**src/rtl/rcs_pkg.sv**
```systemverilog
package rcs_pkg;
  typedef enum logic [1:0] {ST_RUN = 2'd0, ST_LONG = 2'd1, ST_SHORT = 2'd2} seq_state_t;

  localparam int SRC_N    = 5;
  localparam int SRC_POR  = 0;
  localparam int SRC_LVI  = 1;
  localparam int SRC_WDOG = 2;
  localparam int SRC_OP   = 3;
  localparam int SRC_ADDR = 4;

  // true when the count has reached the final tick of a window of lim ticks
  function automatic logic last_tick(logic [31:0] cnt, logic [31:0] lim);
    return cnt == lim - 32'd1;
  endfunction

  // advance a two-bit bus phase position
  function automatic logic [1:0] phase_step(logic [1:0] p);
    return p + 2'd1;
  endfunction
endpackage

```
**src/rtl/rcs_merge.sv**
```systemverilog
module rcs_merge
  import rcs_pkg::*;
(
  input  logic             lvi_req,
  input  logic             wdog_req,
  input  logic             bad_op_req,
  input  logic             bad_addr_req,
  output logic             short_any,
  output logic [SRC_N-1:0] long_bits,
  output logic [SRC_N-1:0] short_bits
);
  always_comb begin
    long_bits            = '0;
    long_bits[SRC_LVI]   = lvi_req;
    short_bits           = '0;
    short_bits[SRC_WDOG] = wdog_req;
    short_bits[SRC_OP]   = bad_op_req;
    short_bits[SRC_ADDR] = bad_addr_req;
    short_any            = |short_bits;
  end
endmodule

```
**src/rtl/rcs_timer.sv**
```systemverilog
module rcs_timer
  import rcs_pkg::*;
#(
  parameter int LONG_CYC  = 4096,
  parameter int SHORT_CYC = 32
) (
  input  logic clk,
  input  logic por_req,
  input  logic lvi_req,
  input  logic short_any,
  input  logic tick,
  output logic in_reset,
  output logic short_take
);
  localparam int CNT_W = $clog2(LONG_CYC);

  seq_state_t       state;
  logic [CNT_W-1:0] cnt;
  logic [31:0]      limit;
  logic             window_done;

  assign in_reset    = (state != ST_RUN);
  assign short_take  = (state == ST_RUN) && short_any && !lvi_req;
  assign limit       = (state == ST_LONG) ? 32'(LONG_CYC) : 32'(SHORT_CYC);
  assign window_done = in_reset && tick && last_tick(32'(cnt), limit);

  always_ff @(posedge clk or posedge por_req) begin
    if (por_req) begin
      state <= ST_LONG;
      cnt   <= '0;
    end else if (lvi_req) begin
      state <= ST_LONG;
      cnt   <= '0;
    end else if (short_take) begin
      state <= ST_SHORT;
      cnt   <= '0;
    end else if (in_reset && tick) begin
      if (window_done) begin
        state <= ST_RUN;
        cnt   <= '0;
      end else begin
        cnt <= cnt + 1'b1;
      end
    end
  end

  assert_lvi_restart_R4: assert property (@(posedge clk) disable iff (por_req)
    lvi_req |=> (in_reset && cnt == '0));

  assert_release_on_last_tick_R5: assert property (@(posedge clk) disable iff (por_req)
    $fell(in_reset) |-> ($past(tick) && 32'($past(cnt)) == $past(limit) - 32'd1));

  assert_hold_without_tick_R11: assert property (@(posedge clk) disable iff (por_req)
    (in_reset && !tick && !lvi_req) |=> (in_reset && $stable(cnt)));

  assert_short_ignored_R7: assert property (@(posedge clk) disable iff (por_req)
    (in_reset && !lvi_req && short_any && tick) |=> (!in_reset || cnt == $past(cnt) + 1'b1));
endmodule

```
**src/rtl/rcs_phase.sv**
```systemverilog
module rcs_phase
  import rcs_pkg::*;
(
  input  logic clk,
  input  logic por_req,
  input  logic run,
  output logic ph1,
  output logic ph2
);
  logic [1:0] pos;

  always_ff @(posedge clk or posedge por_req) begin
    if (por_req)  pos <= 2'd0;
    else if (run) pos <= phase_step(pos);
    else          pos <= 2'd0;
  end

  assign ph1 = run && (pos == 2'd0);
  assign ph2 = run && (pos == 2'd2);

  assert_ph1_single_R1: assert property (@(posedge clk) disable iff (por_req)
    ph1 |=> (!ph1 && !ph2));

  assert_ph2_follows_R1: assert property (@(posedge clk) disable iff (por_req)
    ph2 |-> $past(ph1, 2));
endmodule

```
**src/rtl/rcs_status.sv**
```systemverilog
module rcs_status
  import rcs_pkg::*;
(
  input  logic             clk,
  input  logic             por_req,
  input  logic             rd,
  input  logic [SRC_N-1:0] set_mask,
  output logic [SRC_N-1:0] cause
);
  always_ff @(posedge clk or posedge por_req) begin
    if (por_req) cause <= SRC_N'(1) << SRC_POR;
    else         cause <= (rd ? '0 : cause) | set_mask;
  end

  assert_set_survives_R9: assert property (@(posedge clk) disable iff (por_req)
    (|set_mask) |=> ((cause & $past(set_mask)) == $past(set_mask)));

  assert_read_clears_R9: assert property (@(posedge clk) disable iff (por_req)
    (rd && set_mask == '0) |=> (cause == '0));
endmodule

```
**src/rtl/rst_clk_seq.sv**
```systemverilog
module rst_clk_seq
  import rcs_pkg::*;
#(
  parameter int LONG_CYC  = 4096,
  parameter int SHORT_CYC = 32
) (
  input  logic             clk,
  input  logic             osc_tick,
  input  logic             por_req,
  input  logic             lvi_req,
  input  logic             wdog_req,
  input  logic             bad_op_req,
  input  logic             bad_addr_req,
  input  logic             status_rd,
  input  logic             osc_off_req,
  output logic             sys_rst,
  output logic             rst_pin_n,
  output logic             bus_ph1,
  output logic             bus_ph2,
  output logic             osc_en,
  output logic [SRC_N-1:0] reset_cause
);
  logic             short_any;
  logic             short_take;
  logic             in_reset;
  logic [SRC_N-1:0] long_bits;
  logic [SRC_N-1:0] short_bits;
  logic [SRC_N-1:0] set_mask;

  rcs_merge u_merge (
    .lvi_req(lvi_req), .wdog_req(wdog_req), .bad_op_req(bad_op_req),
    .bad_addr_req(bad_addr_req), .short_any(short_any),
    .long_bits(long_bits), .short_bits(short_bits)
  );

  rcs_timer #(.LONG_CYC(LONG_CYC), .SHORT_CYC(SHORT_CYC)) u_timer (
    .clk(clk), .por_req(por_req), .lvi_req(lvi_req), .short_any(short_any),
    .tick(osc_tick), .in_reset(in_reset), .short_take(short_take)
  );

  rcs_phase u_phase (
    .clk(clk), .por_req(por_req), .run(!in_reset), .ph1(bus_ph1), .ph2(bus_ph2)
  );

  assign set_mask = long_bits | (short_take ? short_bits : '0);

  rcs_status u_status (
    .clk(clk), .por_req(por_req), .rd(status_rd), .set_mask(set_mask), .cause(reset_cause)
  );

  assign sys_rst   = in_reset;
  assign rst_pin_n = !in_reset;
  assign osc_en    = in_reset || !osc_off_req;

  assert_quiet_bus_R2: assert property (@(posedge clk) disable iff (por_req)
    sys_rst |-> (!bus_ph1 && !bus_ph2));

  assert_osc_kept_R10: assert property (@(posedge clk) disable iff (por_req)
    sys_rst |-> osc_en);

  assert_lvi_logged_R8: assert property (@(posedge clk) disable iff (por_req)
    lvi_req |=> reset_cause[SRC_LVI]);
endmodule

```
**config.mk**
```make
export PLATFORM = sky130hd
export DESIGN_NAME = rst_clk_seq
export DESIGN_NICKNAME = d
export VERILOG_FILES = /design/src/rtl/rcs_pkg.sv /design/src/rtl/rcs_merge.sv /design/src/rtl/rcs_timer.sv /design/src/rtl/rcs_phase.sv /design/src/rtl/rcs_status.sv /design/src/rtl/rst_clk_seq.sv
export SDC_FILE = /design/constraint.sdc
export NUM_CORES = 1
export LEC_CHECK = 0
export ABC_AREA = 0
export BUFFER_PORTS_ARGS = -buffer_cell sky130_fd_sc_hd__buf_2
export CAP_MARGIN = 20
export CORE_ASPECT_RATIO = 0.6
export CORE_MARGIN = 4
export CORE_UTILIZATION = 40
export DETAILED_ROUTE_END_ITERATION = 7
export HOLD_SLACK_MARGIN = 0.06
export SLEW_MARGIN = 10
export SYNTH_ARGS = -nofsm -noshare
export SYNTH_HDL_FRONTEND = slang
export SYNTH_SLANG_ARGS = --single-unit
```
**constraint.sdc**
```tcl
create_clock -name clk -period 2.9 [get_ports clk]
set_clock_uncertainty 0.2 [all_clocks]
set_input_delay 0.725 -clock clk [delete_from_list [all_inputs] [get_ports clk]]
set_output_delay 0.725 -clock clk [all_outputs]
set_load 0.005 [all_outputs]
```
Word-level counts from Yosys, hierarchy flattened
Index checks and enable logic that the tools add are counted.
- register bits: 21
- bits of input ports: 9
- output and inout port bits: 10
- logic and storage cells: 41
- add/sub/neg operators: 3
- equal/unequal tests: 3
- multiplexer cells: 12
- bitwise operators: 2
- reductions and logical operators: 17
- operator list (operator ; number):
    $mux 12 ; 4
    $eq 12x32->1 ; 1
    $sub 32x1->32 const B ; 1
    $mux 13 ; 1
    $add 12x1->12 const B ; 1
    $mux 2 ; 5
    $mux 5 ; 2
    $logic_and 1x1->1 ; 6
    $reduce_bool 3->1 ; 2
    $or 2x5->5 ; 1
    $or 5x5->5 ; 1
    $logic_not 2->1 ; 2
    $logic_not 1->1 ; 3
    $reduce_or 3->1 ; 1
    $add 2x1->2 const B ; 1
    $eq 2x1->1 const B ; 1
    $eq 2x2->1 const B ; 1
    $reduce_and 2->1 ; 1
    $reduce_bool 2->1 ; 1
    $logic_or 1x1->1 ; 1

Longest topological paths before layout
- depth after elaboration: 9
- mapped depth: 7

Cells and area by module
From an unflattened synthesis, not the netlist that was laid out.
- cell total of the unflattened synthesis: 127
- area total of the unflattened synthesis: 1212.4 µm²
- modules (own cells, without submodules) (module ; times used ; cells each ; area an instance (µm²) ; sequential area each (µm²)):
    rcs_timer ; 1 ; 85 ; 794.5 ; 351.6
    rcs_status ; 1 ; 12 ; 171.4 ; 126.4
    rcs_phase ; 1 ; 11 ; 113.9 ; 50.0
    rcs_merge ; 1 ; 12 ; 85.1 ; 0.0
    rst_clk_seq ; 1 ; 7 ; 47.5 ; 0.0

Least setup slack after synthesis
OpenSTA, ideal clock, no wires.
- path kind: input to register
- start point: in bad_addr_req
- end point: reg u_timer.cnt[3]
- setup time: 94 ps
- arrival time: 1885 ps
- slack: 721 ps
- stages on the path: 6
- buffers on the path: 2
- cell sequence: or3_4 a211oi_4 buf_6 buf_4 o21ai_0 a211oi_1
- longest elaborated chain between the ends: 5
- RTL lines (what ; RTL line ; source):
    start, declared ; rst_clk_seq.sv:13 ; input logic bad_addr_req,
    $reduce_or 3->1 (*) ; rcs_merge.sv:19 ; short_any = |short_bits;
    $logic_and 1x1->1 (*) (2 in a row) ; rcs_timer.sv:23 ; assign short_take = (state == ST_RUN) && short_any && !lvi_req;
    $mux 12 ; rcs_timer.sv:34 ; end else if (short_take) begin
    $mux 12 ; rcs_timer.sv:31 ; end else if (lvi_req) begin
    end signal, assigned ; rcs_timer.sv:42 ; cnt <= cnt + 1'b1;
    end, declared ; rcs_timer.sv:18 ; logic [CNT_W-1:0] cnt;
Mark *: on every way between the ends. The rest lies on a longest branch, timed or not.
A chain may end at the register's enable or synchronous reset.

Final worst setup path
- start point: reg u_timer.state[0]
- end point: out bus_ph1
- longest elaborated chain between the ends: 3
- RTL lines (what ; RTL line ; source):
    start, declared ; rcs_timer.sv:17 ; seq_state_t state;
    start signal, assigned ; rcs_timer.sv:29 ; state <= ST_LONG;
    start signal, assigned ; rcs_timer.sv:32 ; state <= ST_LONG;
    start signal, assigned ; rcs_timer.sv:35 ; state <= ST_SHORT;
    $reduce_bool 2->1 ; rcs_timer.sv:22 ; assign in_reset = (state != ST_RUN);
    $logic_not 1->1 ; rst_clk_seq.sv:42 ; .clk(clk), .por_req(por_req), .run(!in_reset), .ph1(bus_ph1), .ph2(bus_ph2)
    $logic_and 1x1->1 ; rcs_phase.sv:18 ; assign ph1 = run && (pos == 2'd0);
    end, declared ; rst_clk_seq.sv:18 ; output logic bus_ph1,
Every way passes these cells.

==> run_results.csv <==
group,metric,value,unit
sta,drv_slew,0,
clocking,cts_buffers,3,
worst_setup_path,critPathRequiredTime,1.98,ns
power,seqPwrFrac,56.2,%
logic_synthesis,synth_edf_count,0,
sta,finalHoldViolCount,0,
worst_setup_path,crit_path_end_kind,"output pin",
power,cellPowerDensity,397,nW/um^2
placed_design,place_inst,168,
layout,layout_common_cells,"dfrtp_1, buf_2, nand2_1",
clocking,clk_pin_slew_worst_paths,0.08,ns
grt,grt_max_degree,22,
clocking,htreeDepth,1,
logic_synthesis,syn-instance-count,112,
sta,rsz0062_at_grt,"no",
clocking,cts_hold_buf,0,
grt,grt_pass1_vias,893,
logic_synthesis,synth-seq-area-share,45.0,%
detailed_routing,vias,934,
grt,gr-total-overflow,0,
floorplanning,initial_core_util,44.3,%
layout,nets,145,
worst_setup_path,crit_path_max_incr_delay,0.57,ns
placed_design,place_area,1290,um^2
floorplanning,die_x,77.9,um
logic_synthesis,ys_types,36,
sta,setup_violations,0,
layout,syn_to_final_growth,14.2,%
clocking,clock_latency,0.26,ns
clocking,clkSinkCount,21,
floorplanning,ios,19,
detailed_routing,vias_per_cell,5.43,
outcome,status,"finished, final reports clean",
placed_design,dp_hpwl,1880,um
logic_synthesis,syn_nets,124,
clocking,cts_root_buf,"clkbuf_8",
layout,drive_above_1_share,26.5,%
power,p_sw,0.125,mW
worst_setup_path,crit_type,"flip-flop to output pin",
worst_setup_path,crit_fanout,7,
layout,fin_area,1340,um^2
layout,fillers,245,
worst_setup_path,reg2reg_to,"u_timer.cnt[0]",
detailed_routing,wl_per_cell,15.0,um
detailed_routing,drcViolationCount,0,
hold_path,hp-class,"flip-flop to flip-flop",
floorplanning,core,2650,um^2
sta,fmax,436,MHz
logic_synthesis,syn_area,1170,um^2
worst_setup_path,r2r_start,"u_timer.state[0]",
grt,grt_first_pass_wirelength,4440,um
layout,num_antenna_cells,0,
layout,layoutNonFillerInstCount,172,
clocking,cts_buffer_depth,2,
placed_design,io_buffers,18,
layout,register_area,528,um^2
power,intPower,0.406,mW
hold_path,whs_path_depth,1,
power,comb_power_share,6.5,%
floorplanning,row_count,14,
job,maxCapViolations,0,
logic_synthesis,synthArstFlopShare,100,%
hold_path,hp-start,"u_phase.pos[0]",
power,irDropWorstVdd,279,uV
hold_path,timing.hold.worst_endpoint,"u_phase.pos[0]",
worst_setup_path,worstPathArrival,1.37,ns
power,swShare,23.5,%
power,p_leak,0.550,nW
worst_setup_path,critPathBufInv,2,
worst_setup_path,worstSetupStartpointType,"flip-flop",
clocking,ctsResizeCount,0,
layout,layout_commonest_cell,"dfrtp_1",
layout,multi_input_area,576,um^2
grt,gr-usage-all-layers,14.8,%
clocking,cts_tree,"built",
detailed_routing,ant_nets,0,
grt,antenna_found_initial,0,
worst_setup_path,crit_chain,"or2_4, clkinv_4, and2_1, buf_2",
placed_design,place.gp.congestion,0.805,
sta,fin_crit,2.29,ns
power,p_clk_share,37.3,%
sta,fin_crit_sh,79.0,%
sta,setup_tns,0,ns
worst_setup_path,reg2reg_setup_slack,0.74,ns
detailed_routing,drt-pass1-iter-count,4,
floorplanning,dieArea,3890,um^2
logic_synthesis,postSynthAreaPerCell,10.5,um^2
sta,worst_pin_slew,0.821,ns
logic_synthesis,synth_warnings,0,
power,finalPower,0.531,mW
clocking,postCtsSetupRepairBufs,0,
logic_synthesis,synth_ff_type,"dfrtp_1",
detailed_routing,wl,2580,um
logic_synthesis,synth-seq-cells,21,
worst_setup_path,cp_top_family,"flip-flops",
floorplanning,die_y,49.9,um
worst_setup_path,cp_slowest_cell,"dfstp_2",
detailed_routing,drtIter0Drc,42,
worst_setup_path,reg2reg_depth,5,
sta,slew_headroom,45.2,%
-- worst max path at each step --
stage | end | startpoint | cells after the start
floorplan | u_timer.cnt[3] | bad_addr_req | 6
global placement | u_timer.cnt[1] | bad_addr_req | 5
detailed placement | u_timer.cnt[1] | bad_addr_req | 5
CTS | bus_ph1 | u_timer.state[0] | 4
global route | bus_ph1 | u_timer.state[0] | 4
finish | bus_ph1 | u_timer.state[0] | 4
-- area by class of cell --
cell class	count	area share (%)
inverter	8	2.62
sequential	21	39.4
clock buffer	4	3.36
timing repair buffer	20	7.85
tap	40	3.74
multi-input combinational	79	43.0
-- registers in the layout (all words and copies together), names as in the netlist --
name,cells
u_timer.state,2
u_status.cause,5
u_phase.pos,2
u_timer.cnt,12
-- cell usage after synthesis, types with 2 or more instances --
library cell | count | area (um^2)
a211oi_1 | 6 | 45.0
o21ai_0 | 4 | 20.0
nand2b_1 | 2 | 12.5
nor2_1 | 4 | 15.0
a211oi_2 | 5 | 62.6
nand4_1 | 3 | 18.8
o31ai_1 | 7 | 52.6
buf_6 | 2 | 22.5
nand2_1 | 8 | 30.0
nand3_1 | 5 | 25.0
dfstp_2 | 2 | 52.6
a22o_1 | 3 | 26.3
dfrtp_1 | 19 | 475
and2_1 | 3 | 18.8
ha_1 | 3 | 37.5
or3_1 | 3 | 18.8
inv_1 | 7 | 26.3
a21o_1 | 2 | 15.0
or4_1 | 7 | 52.6
-- layer usage --
metal  vias up  global-route usage [%]  wire length (um)
met5         -                       0                 0
met4         0                    4.36                30
met3         4                    3.82               108
met2        16                    20.7              1080
met1       445                    22.1              1360
li1        469                       -                 -
-- worst register-to-register path, cell delays in order, from the launching register on --
cell and delay [ns]:
dfstp_2 0.57, nand4_1 0.09, or3_1 0.33, a211oi_2 0.48, buf_4 0.27, o21ai_0 0.10
-- through the flow --
step | setup WS, ns | hold WS (ns) | util [%]
final | 0.609 | 0.226 | 50.6
after global placement | 0.511 | 0.216 | 48.9
after detailed placement | 0.476 | 0.221 | 48.9
after CTS | 0.603 | 0.232 | 50.6
after floorplan | 0.721 | 0.203 | -
after global routing | 0.560 | 0.250 | 50.6
-- power by group through the flow --
stage                     Combinational, mW  Sequential, mW  Clock [mW]
final                                0.0344           0.299       0.198
after global routing                 0.0398           0.299       0.217
after CTS                            0.0353           0.299       0.200
after detailed placement             0.0351           0.305           0
after global placement               0.0341           0.304           0
after floorplan                      0.0224           0.304           0
-- cells by family after synthesis --
| logic type | after synthesis | share of synthesized area [%] |
|---|---|---|
| AND/OR/NAND/NOR | 44 | 22.8 |
| AO/OA/AOI/OAI | 32 | 23.1 |
| flip-flops | 21 | 45.0 |
| buffers and inverters | 12 | 5.87 |
| adder cells (fa/ha/maj) | 3 | 3.20 |
No activity file was read; power rests on OpenSTA's default activity.
